**src/rtl/symfir_cfg_pkg.sv**
```systemverilog
package symfir_cfg_pkg;
  localparam int TAPW  = 9;
  localparam int DECW  = 4;
  localparam int WORDW = 3 + DECW + TAPW;
  localparam int TAP_MIN_FIELD = 2;
  localparam int BYP_TAPS = 3;

  typedef struct packed {
    logic            zero_pre;
    logic            byp;
    logic            esym;
    logic [DECW-1:0] drate;
    logic [TAPW-1:0] taps;
  } fir_word_t;

  typedef struct packed {
    logic [TAPW:0]   taps;
    logic [DECW:0]   decim;
    logic            add;
    logic            zero;
    logic            byp;
    logic            clamped;
  } fir_eff_t;

  function automatic logic [TAPW:0] taps_of(input logic [TAPW-1:0] f, input logic byp);
    if (byp) return (TAPW+1)'(BYP_TAPS);
    if (f < TAPW'(TAP_MIN_FIELD)) return (TAPW+1)'(TAP_MIN_FIELD + 1);
    return {1'b0, f} + 1'b1;
  endfunction

  function automatic logic [DECW:0] decim_of(input logic [DECW-1:0] f, input logic byp);
    if (byp) return (DECW+1)'(1);
    return {1'b0, f} + 1'b1;
  endfunction
endpackage

```
**src/rtl/symfir_word_reg.sv**
```systemverilog
module symfir_word_reg
  import symfir_cfg_pkg::*;
(
  input  logic             clk,
  input  logic             rst_n,
  input  logic             bus_wr,
  input  logic             bus_sel,
  input  logic [1:0]       bus_addr,
  input  logic [WORDW-1:0] bus_data,
  input  logic             coef_wr,
  output fir_word_t        word_q,
  output logic             reload_q
);
  logic      wr_en;
  logic      leave_byp;
  fir_word_t din;

  assign din       = fir_word_t'(bus_data);
  assign wr_en     = bus_wr && bus_sel && (bus_addr == 2'd0);
  assign leave_byp = wr_en && word_q.byp && !din.byp;

  always_ff @(posedge clk) begin
    if (!rst_n) begin
      word_q   <= '0;
      reload_q <= 1'b0;
    end else begin
      if (wr_en) word_q <= din;
      if (leave_byp)    reload_q <= 1'b1;
      else if (coef_wr) reload_q <= 1'b0;
    end
  end

  a_r10_no_stray_write: assert property (@(posedge clk) disable iff (!rst_n)
    !(bus_wr && bus_sel && bus_addr == 2'd0) |=> $stable(word_q));
  a_r9_reload_sets: assert property (@(posedge clk) disable iff (!rst_n)
    leave_byp |=> reload_q);
  a_r9_reload_clears: assert property (@(posedge clk) disable iff (!rst_n)
    (coef_wr && !leave_byp) |=> !reload_q);
  a_r9_reload_sticky: assert property (@(posedge clk) disable iff (!rst_n)
    (reload_q && !coef_wr) |=> reload_q);
endmodule

```
**src/rtl/symfir_cfg_decode.sv**
```systemverilog
module symfir_cfg_decode
  import symfir_cfg_pkg::*;
(
  input  logic      clk,
  input  logic      rst_n,
  input  fir_word_t word,
  output fir_eff_t  eff
);
  always_comb begin
    eff.byp     = word.byp;
    eff.taps    = taps_of(word.taps, word.byp);
    eff.decim   = decim_of(word.drate, word.byp);
    eff.add     = word.byp | word.esym;
    eff.zero    = word.byp | word.zero_pre;
    eff.clamped = !word.byp && (word.taps < TAPW'(TAP_MIN_FIELD));
  end

  a_r4_tap_floor: assert property (@(posedge clk) disable iff (!rst_n)
    eff.taps >= (TAPW+1)'(TAP_MIN_FIELD + 1));
  a_r8_bypass_forced: assert property (@(posedge clk) disable iff (!rst_n)
    word.byp |-> (eff.taps == (TAPW+1)'(BYP_TAPS) && eff.decim == (DECW+1)'(1)
                  && eff.add && eff.zero && !eff.clamped));
  a_r4_clamp_flag: assert property (@(posedge clk) disable iff (!rst_n)
    eff.clamped |-> eff.taps == (TAPW+1)'(TAP_MIN_FIELD + 1));
endmodule

```
**src/rtl/symfir_preadder.sv**
```systemverilog
module symfir_preadder #(
  parameter int SW = 16
) (
  input  logic          clk,
  input  logic          rst_n,
  input  logic          add_sel,
  input  logic          zero_b,
  input  logic [SW-1:0] a,
  input  logic [SW-1:0] b,
  output logic [SW:0]   sum
);
  logic signed [SW:0] a_x, b_x;

  assign a_x = {a[SW-1], a};
  assign b_x = zero_b ? '0 : {b[SW-1], b};
  assign sum = add_sel ? (a_x + b_x) : (a_x - b_x);

  a_r7_zero_passes_a: assert property (@(posedge clk) disable iff (!rst_n)
    zero_b |-> sum == {a[SW-1], a});
endmodule

```
**src/rtl/symfir_cfg_top.sv**
```systemverilog
module symfir_cfg_top
  import symfir_cfg_pkg::*;
#(
  parameter int SW = 16
) (
  input  logic                   clk,
  input  logic                   rst_n,
  input  logic                   bus_wr,
  input  logic                   bus_sel,
  input  logic [1:0]             bus_addr,
  input  logic [WORDW-1:0]       bus_data,
  input  logic                   coef_wr,
  input  logic [SW-1:0]          samp_a,
  input  logic [SW-1:0]          samp_b,
  output logic [TAPW:0]          eff_taps,
  output logic [DECW:0]          eff_decim,
  output logic                   pre_add,
  output logic                   zero_side,
  output logic                   bypass,
  output logic                   reload_req,
  output logic                   taps_clamped,
  output logic [SW:0]            pre_sum
);
  fir_word_t word_q;
  fir_eff_t  eff;

  symfir_word_reg u_reg (
    .clk(clk), .rst_n(rst_n), .bus_wr(bus_wr), .bus_sel(bus_sel),
    .bus_addr(bus_addr), .bus_data(bus_data), .coef_wr(coef_wr),
    .word_q(word_q), .reload_q(reload_req)
  );

  symfir_cfg_decode u_dec (
    .clk(clk), .rst_n(rst_n), .word(word_q), .eff(eff)
  );

  symfir_preadder #(.SW(SW)) u_pre (
    .clk(clk), .rst_n(rst_n), .add_sel(eff.add), .zero_b(eff.zero),
    .a(samp_a), .b(samp_b), .sum(pre_sum)
  );

  assign eff_taps     = eff.taps;
  assign eff_decim    = eff.decim;
  assign pre_add      = eff.add;
  assign zero_side    = eff.zero;
  assign bypass       = eff.byp;
  assign taps_clamped = eff.clamped;

  a_r1_reset_state: assert property (@(posedge clk)
    $past(!rst_n) |-> (eff_taps == 10'd3 && eff_decim == 5'd1 && !pre_add
                       && !zero_side && !bypass && !reload_req));
endmodule

```
**config.mk**
```make
export PLATFORM = sky130hd
export DESIGN_NAME = symfir_cfg_top
export DESIGN_NICKNAME = d
export VERILOG_FILES = /design/src/rtl/symfir_cfg_pkg.sv /design/src/rtl/symfir_word_reg.sv /design/src/rtl/symfir_cfg_decode.sv /design/src/rtl/symfir_preadder.sv /design/src/rtl/symfir_cfg_top.sv
export SDC_FILE = /design/constraint.sdc
export NUM_CORES = 1
export LEC_CHECK = 0
export ABC_AREA = 1
export BUFFER_PORTS_ARGS = -buffer_cell sky130_fd_sc_hd__buf_2
export CAP_MARGIN = 20
export CORE_UTILIZATION = 47
export CTS_CLUSTER_SIZE = 30
export DETAILED_ROUTE_END_ITERATION = 8
export PLACE_DENSITY = 0.76
export SLEW_MARGIN = 25
export SYNTH_ARGS = -nofsm -noshare
export SYNTH_HDL_FRONTEND = slang
export SYNTH_HIERARCHICAL = 1
export SYNTH_SLANG_ARGS = --single-unit
```
**constraint.sdc**
```tcl
create_clock -name clk -period 7.3 [get_ports clk]
set_clock_uncertainty 0.1 [all_clocks]
set_input_delay 0.73 -clock clk [delete_from_list [all_inputs] [get_ports clk]]
set_output_delay 0.73 -clock clk [all_outputs]
set_load 0.05 [all_outputs]
```
# Yosys cells after proc, flatten, opt, wreduce, memory -nomap -nowiden
# Index checks and enable logic that the tools add are counted.
# classes
addsub	4
multipliers	0
div	0
n_lt_le_gt_ge	1
n_eq_ne	0
shifts	0
mux	13
n_bitwise	2
reduce_logical	9
# ops
op	n
2-to-1 mux 10 bit	4
2-to-1 mux 17 bit	2
adder 16 x 17 -> 17 bit	1
subtractor 16 x 17 -> 17 bit	1
adder 9 x 1 -> 10 bit (second input constant)	1
2-to-1 mux 5 bit	2
less-than comparator 9 x 2 -> 1 bit (second input constant)	1
adder 4 x 1 -> 5 bit (second input constant)	1
logical AND 1 bit	5
2-to-1 mux 1 bit	5
zero test 1 bit	2
zero test 2 bit	1
OR 1 bit	2
nonzero test 2 bit	1
# word_totals
ff_bits	17
latch_bits	0
mem_bits_rw	0
rom_bits	0
in_bits	55
output_inout_bits	37
wordCells	35
mem_count	0

# Depth between registers and ports, before layout
# Gate-level depths: netlist of run 1.
# logic_depth
ltp_word	5
mapped_depth	21
ltp_nobuf	20

# Cells and area by module
# Netlist of run 1, hierarchy kept.
# modules_own_cells
module	n_inst	cells_per_inst	area_each_um2	seq_area_each_um2
symfir_preadder	1	259	1400.1	0.0
symfir_word_reg	1	99	772.0	340.3
symfir_cfg_decode	1	72	352.8	0.0

# Worst setup path before layout of run 1
# No wires, ideal clock.
# synth_path
path_kind	register to output
from	register u_reg/word_q[14] (netlist name)
to	output port pre_sum[12]
arrival_ns	3.293
required_ns	6.470
path_slack_ns	3.177
stages_incl_launch_ff	17
cell_sequence	dfxtp_1 > or2_2 > inv_2 > buf_6 > nand2_4 > ha_1 > inv_1 > nor2_2 > a31oi_1 > xnor2_1 > ha_1 > nand2_1 > nor2_1 > nand3_1 > nand2_1 > a21oi_1 > xnor2_1
# synth_between
elab_chain_cells	4
elab_cells_between_ends	6
cone_classes	2 x add/sub; 2 x mux; 2 x bitwise
# synth_rtl
element	line_no	rtl
OR 1 bit *	symfir_cfg_decode.sv:14	eff.zero = word.byp | word.zero_pre;
named net zero_side	symfir_cfg_top.sv:18	output logic zero_side,
2-to-1 mux 17 bit *	symfir_preadder.sv:15	assign b_x = zero_b ? '0 : {b[SW-1], b};
subtractor 16 x 17 -> 17 bit / adder 16 x 17 -> 17 bit (equally long branches)	symfir_preadder.sv:16	assign sum = add_sel ? (a_x + b_x) : (a_x - b_x);
2-to-1 mux 17 bit *	symfir_preadder.sv:16	
end, declared	symfir_cfg_top.sv:22	output logic [SW:0] pre_sum
# The timed path passes the listed nets; every way through them passes the cells marked *.

# Worst setup path in the final report of run 1
# layout_path
from	register u_reg/word_q[14] (netlist name)
to	output port pre_sum[12]
# layout_between
elab_chain_cells	4
elab_cells_between_ends	6
cone_classes	2 x add/sub; 2 x mux; 2 x bitwise
# layout_rtl
element	line_no
OR 1 bit	symfir_cfg_decode.sv:14
2-to-1 mux 17 bit	symfir_preadder.sv:15
subtractor 16 x 17 -> 17 bit / adder 16 x 17 -> 17 bit (equally long branches)	symfir_preadder.sv:16
2-to-1 mux 17 bit *	symfir_preadder.sv:16
# Every way passes the cells marked *; elsewhere a longest branch is shown, timed or not.

==> results.md, run 1 <==
Status:
- The flow ran to the end, and the final reports show no timing, DRC or antenna violations.

Logic synthesis:
- The number of enable-type register cells in the synthesized netlist is 0.
- The net count after synthesis is 505.
- Averaged over all synthesized cells, the footprint is 5.87 um^2.
- The warning count from the yosys run is 6.
- Counting every instance in the synthesized netlist gives 430.
- The post-synthesis async set-or-reset flop share is 0%.
- Ranked by total cell area, the synthesized netlist is headed by sky130_fd_sc_hd__nand2_1, sky130_fd_sc_hd__dfxtp_1, sky130_fd_sc_hd__ha_1.
- The area share of the largest cell type after synthesis is 20.2%.
- The largest family of logic cells by synthesized area is simple AND/OR/NAND/NOR gates.
- The number of storage elements in the synthesis netlist is 17.
- The share of synthesized area spent on multiplexers is 0%.
- After Yosys synthesis, XOR and XNOR cells account for 9.02% of the synthesized area.
- Summing the sequential cell areas from Yosys gives 13.5% of the chip area.
- The area share of and/or/nand/nor cells after synthesis is 47.2%.
- The library cell occupying the most area in the post-synthesis netlist is sky130_fd_sc_hd__nand2_1.
- The adder-cell share of the synthesized area is 10.2%.
- Yosys mapped the design onto 31 distinct sky130hd cell types.
- The commonest cells after synthesis are sky130_fd_sc_hd__nand2_1, sky130_fd_sc_hd__nor2_1, sky130_fd_sc_hd__inv_1, sky130_fd_sc_hd__a21oi_1, sky130_fd_sc_hd__nand3_1.
- The cell area after synthesis is 0.00252 mm^2.
- The most frequent cell after synthesis is sky130_fd_sc_hd__nand2_1.
- The complex-gate fraction of the synthesized area is 10.9%.
- The prevailing post-synth register cell is sky130_fd_sc_hd__dfxtp_1.

Hold path:
- The path class of the lowest-slack min-delay path is flop to flop.
- Along the worst hold path, the cell count comes to 2.

CTS:
- The cell sitting at the root of the clock tree is a sky130_fd_sc_hd__clkbuf_8.
- The post-CTS clock slew at the launch and capture registers of the worst setup and hold paths is 0.06 ns.
- The number of H-tree levels is 1.
- The number of gates resized after cts is 0.
- The maximum number of buffers from clock root to sink is 2.
- TritonCTS built the clock tree.
- The source-to-sink clock delay at the later pin of the worst-skew pair is 0.25 ns.
- The clock buffer count from CTS is 3.
- The number of clock sinks is 17.
- The hold buffer count at cts is 0.
- In this run the post-CTS setup repair buffer count came out at 0.

Route:
- The average wire per standard cell is 10.7 um.
- The detail route stage leaves a number of antenna-violating nets equal to 0.
- For this block, the initial DRC count from the detailed router was 77.
- Using the TritonRoute via totals, the vias-per-cell ratio works out to 4.96.
- The via total after detailed routing is 2893.
- After detailed routing, the number of remaining DRC violations is 0.
- Wires add up to 6220 um.
- The first TritonRoute pass finished after 4 iterations.

Setup path:
- The required time reported for the critical path endpoint is 6.47 ns.
- In this design, the stage delay of the slowest critical-path cell is 0.53 ns.
- The start-to-end type of the worst setup path is flop to primary output.
- The cell type of the slowest stage on the worst timing path is sky130_fd_sc_hd__fa_1.
- Traced cell by cell, the critical path runs through or2_2 > inv_2 > nand2_1 > ha_1 > nand2_1 > o21ai_0 > fa_1 > nand2_1 > nand2_1 > nand3_1 > nand2_1 > a21oi_1 > xnor2_1 > buf_2.
- The highest net fanout along the worst path is 17.
- The worst setup path is launched from a flop.
- The element type at the critical path end is a primary output.
- The library cell appearing most often on the critical path is sky130_fd_sc_hd__nand2_1.
- The number of cells traversed by the worst register-to-register path is 4.
- The data arrival at the endpoint of the critical path is 3.60 ns.

Power and ir drop:
- The power density relative to cell area is 189 mW/mm^2.
- VDD sags by at most 0.138 mV.
- Total power for the finished layout comes to 0.573 mW.
- The leakage dissipation is 1.65 nW.

Timing:
- Derived from the worst setup path, the maximum achievable clock frequency is 226 MHz.
- Measured against its own limit, the worst slew margin works out to 54.3%.
- The share of the clock period used by the worst path is 60.7%.
- The final setup violation count is 0.
- The final-report hold violation count was 0.
- The worst hold margin is 0.377 ns.
- At the pin with the least slew margin, the transition time is 0.684 ns.
- Setup repair after global routing left no endpoint under its margin.
- The post-route minimum period is 4.43 ns.
- The number of max-slew violations in the final report is 0.
- The setup TNS is 0 ns.

Placed design:
- After legalization and detailed placement, the total HPWL measured 5270 um.
- Buffers placed on the I/O ports in this run total 91.
- The area after detailed placement is 0.00298 mm^2.
- Routability-driven placement finished with a final weighted congestion of 0.887.

Die:
- Once the floorplan was initialized, standard cells occupied 49.1% of the core.
- The core region is 0.00514 mm^2.
- The count of boundary I/O pins is 92.
- The horizontal extent of the die is 75.3 um.
- In this run the vertical extent of the chip is 75.3 um.
- The number of standard-cell rows in the floorplan is 26.
- The die covers 0.00567 mm^2.

Finish:
- The number of antenna diodes in the final layout is 0.
- The final cell area excluding filler cells is 0.00303 mm^2.
- The layout net count is 589.
- The share of final-layout standard cells stronger than drive strength 1 is 23.4%.
- For this run, the share of the core covered by cells in the final layout is 58.9%.
- The growth of design area from synthesis to finish is 20.0%.

GRT:
- The wire length of the first global-routing pass is 9980 um.
- The total congestion overflow is 0.
- The largest net degree at the start of global routing is 34.
- The number of antenna violations at the first check in global routing is 0.
- In the global route stage, overall resource usage came out at 22.2%.
- The number of global-route vias before repair is 2521.

Run:
- The max-cap check violation count is 0.
==> sequential cells by signal, indices dropped and copies added, names as in the netlist <==
register	count
u_reg/word_q	16
u_reg/reload_q	1
==> kinds of logic after synthesis <==
logic type | count (synthesis)
and+or+nand+nor | 264
buffers and inverters | 52
AOI/OAI and AO/OA | 51
xor gates and xnor gates | 26
adders and majority gates | 20
DFF | 17
==> cell type report <==
type | count | area (um^2)
clock buffers | 4 | 45.0
fillers | 539 | 2110
well taps | 70 | 87.6
inverters | 40 | 150
repair buffers | 91 | 455
flip-flops and latches | 17 | 340
multi-input cells | 361 | 1950
==> placed cells by master (no fill, tap or decap) <==
master and n:
sky130_fd_sc_hd__nand2_1 136, sky130_fd_sc_hd__buf_2 91, sky130_fd_sc_hd__nor2_1 51, sky130_fd_sc_hd__inv_1 37
sky130_fd_sc_hd__a21oi_1 34, sky130_fd_sc_hd__nand3_1 29, sky130_fd_sc_hd__xor2_1 19, sky130_fd_sc_hd__ha_1 19
sky130_fd_sc_hd__nand3b_1 19, sky130_fd_sc_hd__dfxtp_1 17, sky130_fd_sc_hd__o21ai_0 9, sky130_fd_sc_hd__nand2_2 8
sky130_fd_sc_hd__xnor2_1 7, sky130_fd_sc_hd__nor2_2 5, sky130_fd_sc_hd__nand4_1 4, sky130_fd_sc_hd__clkbuf_8 3
sky130_fd_sc_hd__inv_2 3, sky130_fd_sc_hd__nor3_1 3, sky130_fd_sc_hd__or2_2 3, sky130_fd_sc_hd__nor2_4 2
sky130_fd_sc_hd__nand2_4 2, sky130_fd_sc_hd__a21o_1 2, sky130_fd_sc_hd__o21bai_1 2, sky130_fd_sc_hd__clkbuf_1 1
sky130_fd_sc_hd__o21ai_1 1, sky130_fd_sc_hd__a31oi_1 1, sky130_fd_sc_hd__o21ai_2 1, sky130_fd_sc_hd__and2_1 1
sky130_fd_sc_hd__fa_1 1, sky130_fd_sc_hd__nand3_2 1, sky130_fd_sc_hd__a21oi_2 1
==> final timing paths <==
check / end / from / slack [ns]
setup / recovery: pre_sum[12] / u_reg/word_q[14]$_SDFFE_PN0P_ / 2.87
hold / removal: u_reg/word_q[13]$_SDFFE_PN0P_ / u_reg/word_q[13]$_SDFFE_PN0P_ / 0.38
setup reg to reg: u_reg/reload_q$_SDFFE_PN0P_ / u_reg/word_q[14]$_SDFFE_PN0P_ / 6.08
hold reg to reg: u_reg/word_q[13]$_SDFFE_PN0P_ / u_reg/word_q[13]$_SDFFE_PN0P_ / 0.38
==> where the power goes <==
part | switching, mW | total (mW) | internal (mW)
logic | 0.291 | 0.403 | 0.112
registers | 0.00420 | 0.100 | 0.0959
clock network | 0.0306 | 0.0694 | 0.0387
==> metrics by stage <==
stage	setup slack (ns)	instances
6_report	2.87	583
5_1_grt	2.59	583
4_1_cts	2.89	583
3_5_place_dp	3.18	579
3_3_place_gp	3.25	579
2_1_floorplan	3.18	430
==> per-layer routing <==
metal	share of wire (%)	GRT usage, %
met4	1.3	7.61
met2	50	41.6
met3	4.4	3.04
met1	45	25.8
met5	0	0
==> worst max-delay path: cells and delay by family (launching register included) <==
kind / cells / cell delay, ns
buf+inv: 2 / 0.53
compound gates: 2 / 0.40
flops: 1 / 0.47
fa+ha+maj: 2 / 0.83
xor+xnor: 1 / 0.15
simple gates: 7 / 0.97
Power figures use the tool's default switching activity.
==> inputs of run 2 (changes only) <==
- clock period: 7.3 -> 4.19 ns (I/O delays scaled with it)
==> run 2 against run 1 <==
  * Sequential power increased by 73%
  * Sequential share of layout area about the same
  * Core utilization increased by 0.15 points
  * Clock power increased by 71%
  * Worst setup slack got worse by 2.6 ns
==> results.md, run 2 (same netlist as run 1, synthesis figures left out) <==
Placed design:
- The weighted congestion reported at the end of routability-driven placement is 0.885.
- The worst setup timing slack at the placement stage is 0.603 ns.
- The count of input and output buffers is 91.
- In this run, placement finished with an instance count of 580.
- The estimated wirelength of the detail-placed design is 5240 um.

Route:
- Before antenna repair, the detailed router went through 4 iterations.
- The DRC violation count after routing is 0.
- The via total after detailed routing is 2890.
- Dividing the detail-routed via count by the number of cells gives 4.95.
- Dividing the detail-routed wire length by the instance count gives 10.8 um.
- The routed wire length is 6280 um.
- The violation count after the first detailed-routing iteration is 83.
- The post-detailed-route count of antenna-violating nets is 0.

Setup path:
- Of all nets on the critical path, the largest fanout is 16.
- The biggest cell delay along the critical path is 0.33 ns.
- The worst setup path is of the flop to primary output kind.
- The data arrival at the endpoint of the critical path is 3.37 ns.
- The cell type group with the largest total delay on the critical path is simple AND/OR/NAND/NOR gates.
- The worst setup path is captured at a primary output.
- The buffer and inverter count on the worst path is 3.
- The worst setup path is launched from a flop.
- The critical path goes through or2_2 > inv_2 > nand2_1 > ha_1 > inv_1 > nor2_2 > nand2_1 > nand2_2 > xor2_1 > ha_1 > a21oi_1 > o21ai_0 > nand3b_1 > xor2_1 > buf_2.
- The required time reported for the critical path endpoint is 3.67 ns.
- The cell type of the slowest stage on the worst timing path is sky130_fd_sc_hd__ha_1.

CTS:
- The number of clock sinks is 17.
- The post-CTS setup-driven buffer insertion count is 0.
- Counting along the longest clock path gives a buffer depth of 2.
- The hold buffer count at cts is 0.
- The number of gates resized after cts is 0.
- TritonCTS built the clock tree.
- The number of H-tree levels is 1.
- The post-CTS clock slew at the launch and capture registers of the worst setup and hold paths is 0.06 ns.
- In this run, CTS created clock tree buffers numbering 3.
- The later pin in the worst-skew pair is clocked with a latency of 0.25 ns.
- The tree is rooted in a sky130_fd_sc_hd__clkbuf_8.

GRT:
- The total overflow left after global routing is 0.
- The number of antenna violations at the first check in global routing is 0.
- The number of global-route vias before repair is 2457.
- Entering global routing, the biggest net connects 34 pins.
- The first global-routing pass estimated 9930 um of wire.
- Across every metal layer, demand over resource in global routing totals 22.1%.

Status:
- The flow ran to the end, and the final reports show no timing, DRC or antenna violations.

Die:
- Row generation in the floorplan step produced 26 rows.
- Pin placement for this block handled 92 I/O pins.
- The floorplan step set the die width to 75.3 um.
- The area of the die is 0.00567 mm^2.
- After floorplanning, the core was sized to cover 0.00514 mm^2.
- The vertical extent of the die is 75.3 um.
- The effective utilization at floorplan is 49.1%.

Finish:
- The layout net count is 590.
- The count of filler cells inserted in the layout is 520.
- In the final layout, the registers with the most flip-flops are u_reg/word_q (16), u_reg/reload_q (1).
- Once layout is complete, the utilization of the core stands at 59.1%.
- The number of flip-flops in the largest register is 16.
- The most common cell after layout, fill and taps aside is sky130_fd_sc_hd__nand2_1.
- The growth of design area from synthesis to finish is 20.3%.
- Of the cells placed in the final design, the portion with a size suffix greater than 1 is 23.5%.
- Leaving out fill and tap cells, the most frequent cells in the layout are sky130_fd_sc_hd__nand2_1, sky130_fd_sc_hd__buf_2, sky130_fd_sc_hd__nor2_1, sky130_fd_sc_hd__inv_1, sky130_fd_sc_hd__a21oi_1.
- The number of antenna diodes in the final layout is 0.
- The top register by number of flip-flops is u_reg/word_q.
- The count of cells in the finished layout, fillers not included, comes to 584.

Timing:
- The setup slack of the critical path after layout is 0.304 ns.
- The relative slew slack is 53.1%.
- The number of max-slew violations in the final report is 0.
- The share of the clock period used by the worst path is 92.8%.
- The transition time of the tightest slew-check pin is 0.701 ns.
- Setup repair after global routing left no endpoint under its margin.
- The clock period could shrink to 3.89 ns.
- For the final routed database, the setup TNS stands at 0 ns.
- The maximum operating frequency is 257 MHz.
- The final setup violation count is 0.
- The final-report hold violation count is 0.

Hold path:
- The path class of the lowest-slack min-delay path is primary input to flop.

Power and ir drop:
- IR analysis of the VDD net gives a maximum drop of 0.251 mV.
- The power density relative to cell area is 328 mW/mm^2.
- The leakage dissipation is 1.66 nW.

Run:
- The max-cap check violation count is 0.
[run 2: cell types whose count changed in the layout (fill, tap and decap cells not counted), sizes merged]
cell  before  now
buf       91   92
[run 2: final cells by class]
class	instances	area, um^2	share of cell area (%)
multi-input combinational	361	1950	64.2
timing repair buffer	92	463	15.2
sequential	17	340	11.2
inverter	40	150	4.94
tap	70	87.6	2.88
clock buffer	4	45.0	1.48
[run 2: per-layer routing]
layer | track usage, % | vias up | share of wire, %
li1 | - | 1549 | -
met1 | 25.7 | 1252 | 45
met2 | 42.3 | 81 | 49
met3 | 2.51 | 8 | 4.9
met4 | 6.17 | 0 | 1.2
met5 | 0 | - | 0
[run 2: per-stage QoR]
stage                     cell area (um^2)  power, mW  hold slack, ns
final                                 3040      0.997           0.329
after global routing                  3040       1.07           0.339
after CTS                             3040      0.998           0.330
after detailed placement              2990      0.880           0.362
after global placement                2990      0.874           0.350
after floorplan                       2520      0.736           0.343
[run 2: worst paths after layout]
path                                      start                       endpoint  slack [ns]  cells past startpoint
setup / recovery  u_reg/word_q[14]$_SDFFE_PN0P_                     pre_sum[9]        0.30                     15
hold / removal                     bus_data[14]    u_reg/reload_q$_SDFFE_PN0P_        0.33                      4
setup reg to reg  u_reg/word_q[14]$_SDFFE_PN0P_    u_reg/reload_q$_SDFFE_PN0P_        3.13                      5
hold reg to reg   u_reg/word_q[13]$_SDFFE_PN0P_  u_reg/word_q[13]$_SDFFE_PN0P_        0.38                      2
[run 2: worst reg2reg max path: cells and delay by family (launching register included)]
| family | cells | cell delay, ns |
|---|---|---|
| AOI/OAI and AO/OA | 1 | 0.13 |
| buffers and inverters | 2 | 0.26 |
| and+or+nand+nor | 2 | 0.18 |
| DFF | 1 | 0.32 |
[run 2: power breakdown]
group / leakage [nW] / switching, mW / internal (mW)
registers: 0.138 / 0.00613 / 0.167
logic: 1.50 / 0.508 / 0.196
clock network: 0.0228 / 0.0520 / 0.0675
==> inputs of run 3 (changes only) <==
- CELL_PAD_IN_SITES_DETAIL_PLACEMENT: unset -> 1
- CELL_PAD_IN_SITES_GLOBAL_PLACEMENT: unset -> 2
- CORE_UTILIZATION: 47 -> 25
- GPL_ROUTABILITY_DRIVEN: unset -> 0
- PLACE_DENSITY: 0.76 -> unset
- PLACE_DENSITY_LB_ADDON: unset -> 0.1
- RECOVER_POWER: unset -> 100
==> run 3 against run 2 <==
  * The run now ends with max-capacitance violations, max-slew violations left
  * Final cell count increased by 11%
  * First-iteration DRC count fell by 14%
  * Clock power is 3% higher
  * Non-clock buffer count did not move
  * Sequential share of layout area fell by 0.19 points
  * Maximum frequency decreased by 2.0%
  * Sequential power is essentially flat
  * Sequential cell count stayed put
  * Critical endpoint is now pre_sum[16]
==> results.md, run 3 (same netlist as run 1, synthesis figures left out) <==
Die:
- The core region is 0.00977 mm^2.
- The number of standard-cell rows in the floorplan is 36.
- The area of the die is 0.0105 mm^2.
- The horizontal extent of the die is 102 um.
- The effective utilization at floorplan is 25.8%.
- Pin placement for this block handled 92 I/O pins.
- Measured along the y axis, the die boundary spans 102 um.

CTS:
- The longest clock path from root to sink contains 2 buffers.
- The hold buffer count at cts is 0.
- TritonCTS built the clock tree.
- The post-CTS clock slew at the launch and capture registers of the worst setup and hold paths is 0.07 ns.
- Buffers inserted during clock tree synthesis total 3.
- For this design, the sink count on the clock tree is 17.
- The tree is rooted in a sky130_fd_sc_hd__clkbuf_8.
- The number of setup buffers added after CTS is 0.
- The number of gates resized after cts is 0.
- The number of H-tree levels is 1.
- The source-to-sink clock delay at the later pin of the worst-skew pair is 0.25 ns.

GRT:
- Entering global routing, the biggest net connects 34 pins.
- The number of antenna violations at the first check in global routing is 0.
- For this run the aggregate overflow at the end of global routing stands at 0.
- The total routing resource utilization after global routing is 16.7%.
- The number of global-route vias before repair is 2886.
- The wire length of the first global-routing pass is 13900 um.

Timing:
- The relative slew slack is -37.9%.
- Setup violations remaining at the end of the flow were counted as 0.
- Summed over all failing endpoints, the final setup total negative slack is 0 ns.
- The maximum operating frequency is 252 MHz.
- The number of max-slew violations in the final report is 34.
- The final-report hold violation count came to 0.
- Setup repair after global routing left no endpoint under its margin.
- The post-route minimum period is 3.96 ns.
- The transition time of the tightest slew-check pin is 2.06 ns.
- The share of the clock period used by the worst path is 94.6%.

Setup path:
- The source of the critical timing path is u_reg/word_q[14]$_SDFFE_PN0P_.
- The endpoint identified for the worst register-to-register timing path is u_reg/reload_q$_SDFFE_PN0P_.
- The element type at the critical path end is a primary output.
- The worst setup path is of the flop to primary output kind.
- Across all register-to-register paths, the minimum setup slack is 3.07 ns.
- The worst register-to-register path begins at u_reg/word_q[14]$_SDFFE_PN0P_.
- The required time reported for the critical path endpoint is 3.67 ns.
- The type of origin of the critical path is a flop.
- The number of cells traversed by the worst register-to-register path is 5.
- The highest net fanout along the worst path is 16.
- Data arrives at the worst endpoint at 3.45 ns.

Route:
- The via total after detailed routing is 2900.
- The first-pass iteration count of the detailed router is 4.
- The post-detailed-route count of antenna-violating nets is 0.
- The routed wire length is 8450 um.
- The violation count after the first detailed-routing iteration is 71.
- The average wire per standard cell is 13.1 um.
- For this run, design rule violations remaining after detail routing come to 0.
- The via density per instance is 4.48.

Run:
- The max-cap check violation count is 1.

Placed design:
- The estimated wirelength of the detail-placed design is 7280 um.
- The count of input and output buffers is 91.

Finish:
- The number of antenna diodes is 0.
- The library cells used most frequently in the layout, excluding fill and tap cells, are sky130_fd_sc_hd__nand2_1, sky130_fd_sc_hd__buf_2, sky130_fd_sc_hd__nor2_1, sky130_fd_sc_hd__inv_1, sky130_fd_sc_hd__a21oi_1.
- The number of flip-flops in the largest register is 16.
- The growth of design area from synthesis to finish is 22.3%.
- At the end of the flow the core is filled with cells to 31.6%.
- The top register by number of flip-flops is u_reg/word_q.
- The share of final-layout standard cells stronger than drive strength 1 is 20.0%.
- The most common cell after layout, fill and taps aside is sky130_fd_sc_hd__nand2_1.
- The largest registers in the layout are u_reg/word_q (16), u_reg/reload_q (1).
- The net count of the finished layout is 590.

Hold path:
- The worst hold path begins at coef_wr.
- The endpoint with the worst hold slack is u_reg/reload_q$_SDFFE_PN0P_.
- The worst hold path belongs to the class primary input to flop.
- The count of cells along the worst hold path is 4.

Status:
- The flow ran to the end, but the final reports show violations.
- The checks that failed: max-capacitance violations, max-slew violations.

Power and ir drop:
- Dividing total power by cell area gives a power density of 331 mW/mm^2.
- IR analysis of the VDD net gives a maximum drop of 0.151 mV.
- In this run the static leakage power is 1.59 nW.
## run 3: metal layers
layer | global-route usage (%) | wire [um]
met1 | 25.0 | 4550
met2 | 26.4 | 3490
met3 | 2.31 | 408
met4 | 0.989 | 0
met5 | 0 | 0
## run 3: critical path, cell delays in order (launching register included)
cell and delay [ns]:
sky130_fd_sc_hd__dfxtp_1 0.31, sky130_fd_sc_hd__buf_4 0.19, sky130_fd_sc_hd__or2_2 0.35, sky130_fd_sc_hd__inv_1 0.39, sky130_fd_sc_hd__o21ai_0 0.39, sky130_fd_sc_hd__fa_1 0.57, sky130_fd_sc_hd__nand2_1 0.09, sky130_fd_sc_hd__nand2_1 0.08
sky130_fd_sc_hd__nand3_1 0.09, sky130_fd_sc_hd__nand2_1 0.13, sky130_fd_sc_hd__a21oi_1 0.19, sky130_fd_sc_hd__nand3_1 0.09, sky130_fd_sc_hd__nand2_1 0.06, sky130_fd_sc_hd__buf_2 0.25
## run 3: power by group
part / internal, mW / switching, mW / total (mW)
combinational: 0.195 / 0.531 / 0.726
sequential: 0.167 / 0.00651 / 0.173
clock: 0.0660 / 0.0566 / 0.123
## run 3: how the worst max path moves through the flow
stage                   to  slack [ns]  cells past startpoint
2_1_floorplan  pre_sum[12]        0.38                     16
3_3_place_gp   pre_sum[12]        0.50                     14
3_5_place_dp   pre_sum[12]        0.46                     14
4_1_cts        pre_sum[12]        0.17                     14
5_1_grt        pre_sum[16]       0.001                     19
6_report       pre_sum[16]        0.23                     13
## run 3: cell type report
class / count / area, um^2
fill: 1348 / 6690
multi-input combinational: 361 / 1940
timing repair buffer: 92 / 440
sequential: 17 / 340
tap: 133 / 166
inverter: 40 / 153
clock buffer: 3 / 41.3
clock inverter: 1 / 5.00
## run 3: per-stage QoR
step	hold WS [ns]	area, um^2	total power, mW	worst slack [ns]	std cells
after detailed placement	0.371	3070	0.910	0.460	643
after global placement	0.362	3070	0.905	0.501	643
after global routing	0.337	3090	1.11	0.00146	647
after floorplan	0.343	2520	0.736	0.378	430
after CTS	0.321	3120	1.04	0.171	647
final	0.323	3090	1.02	0.225	647
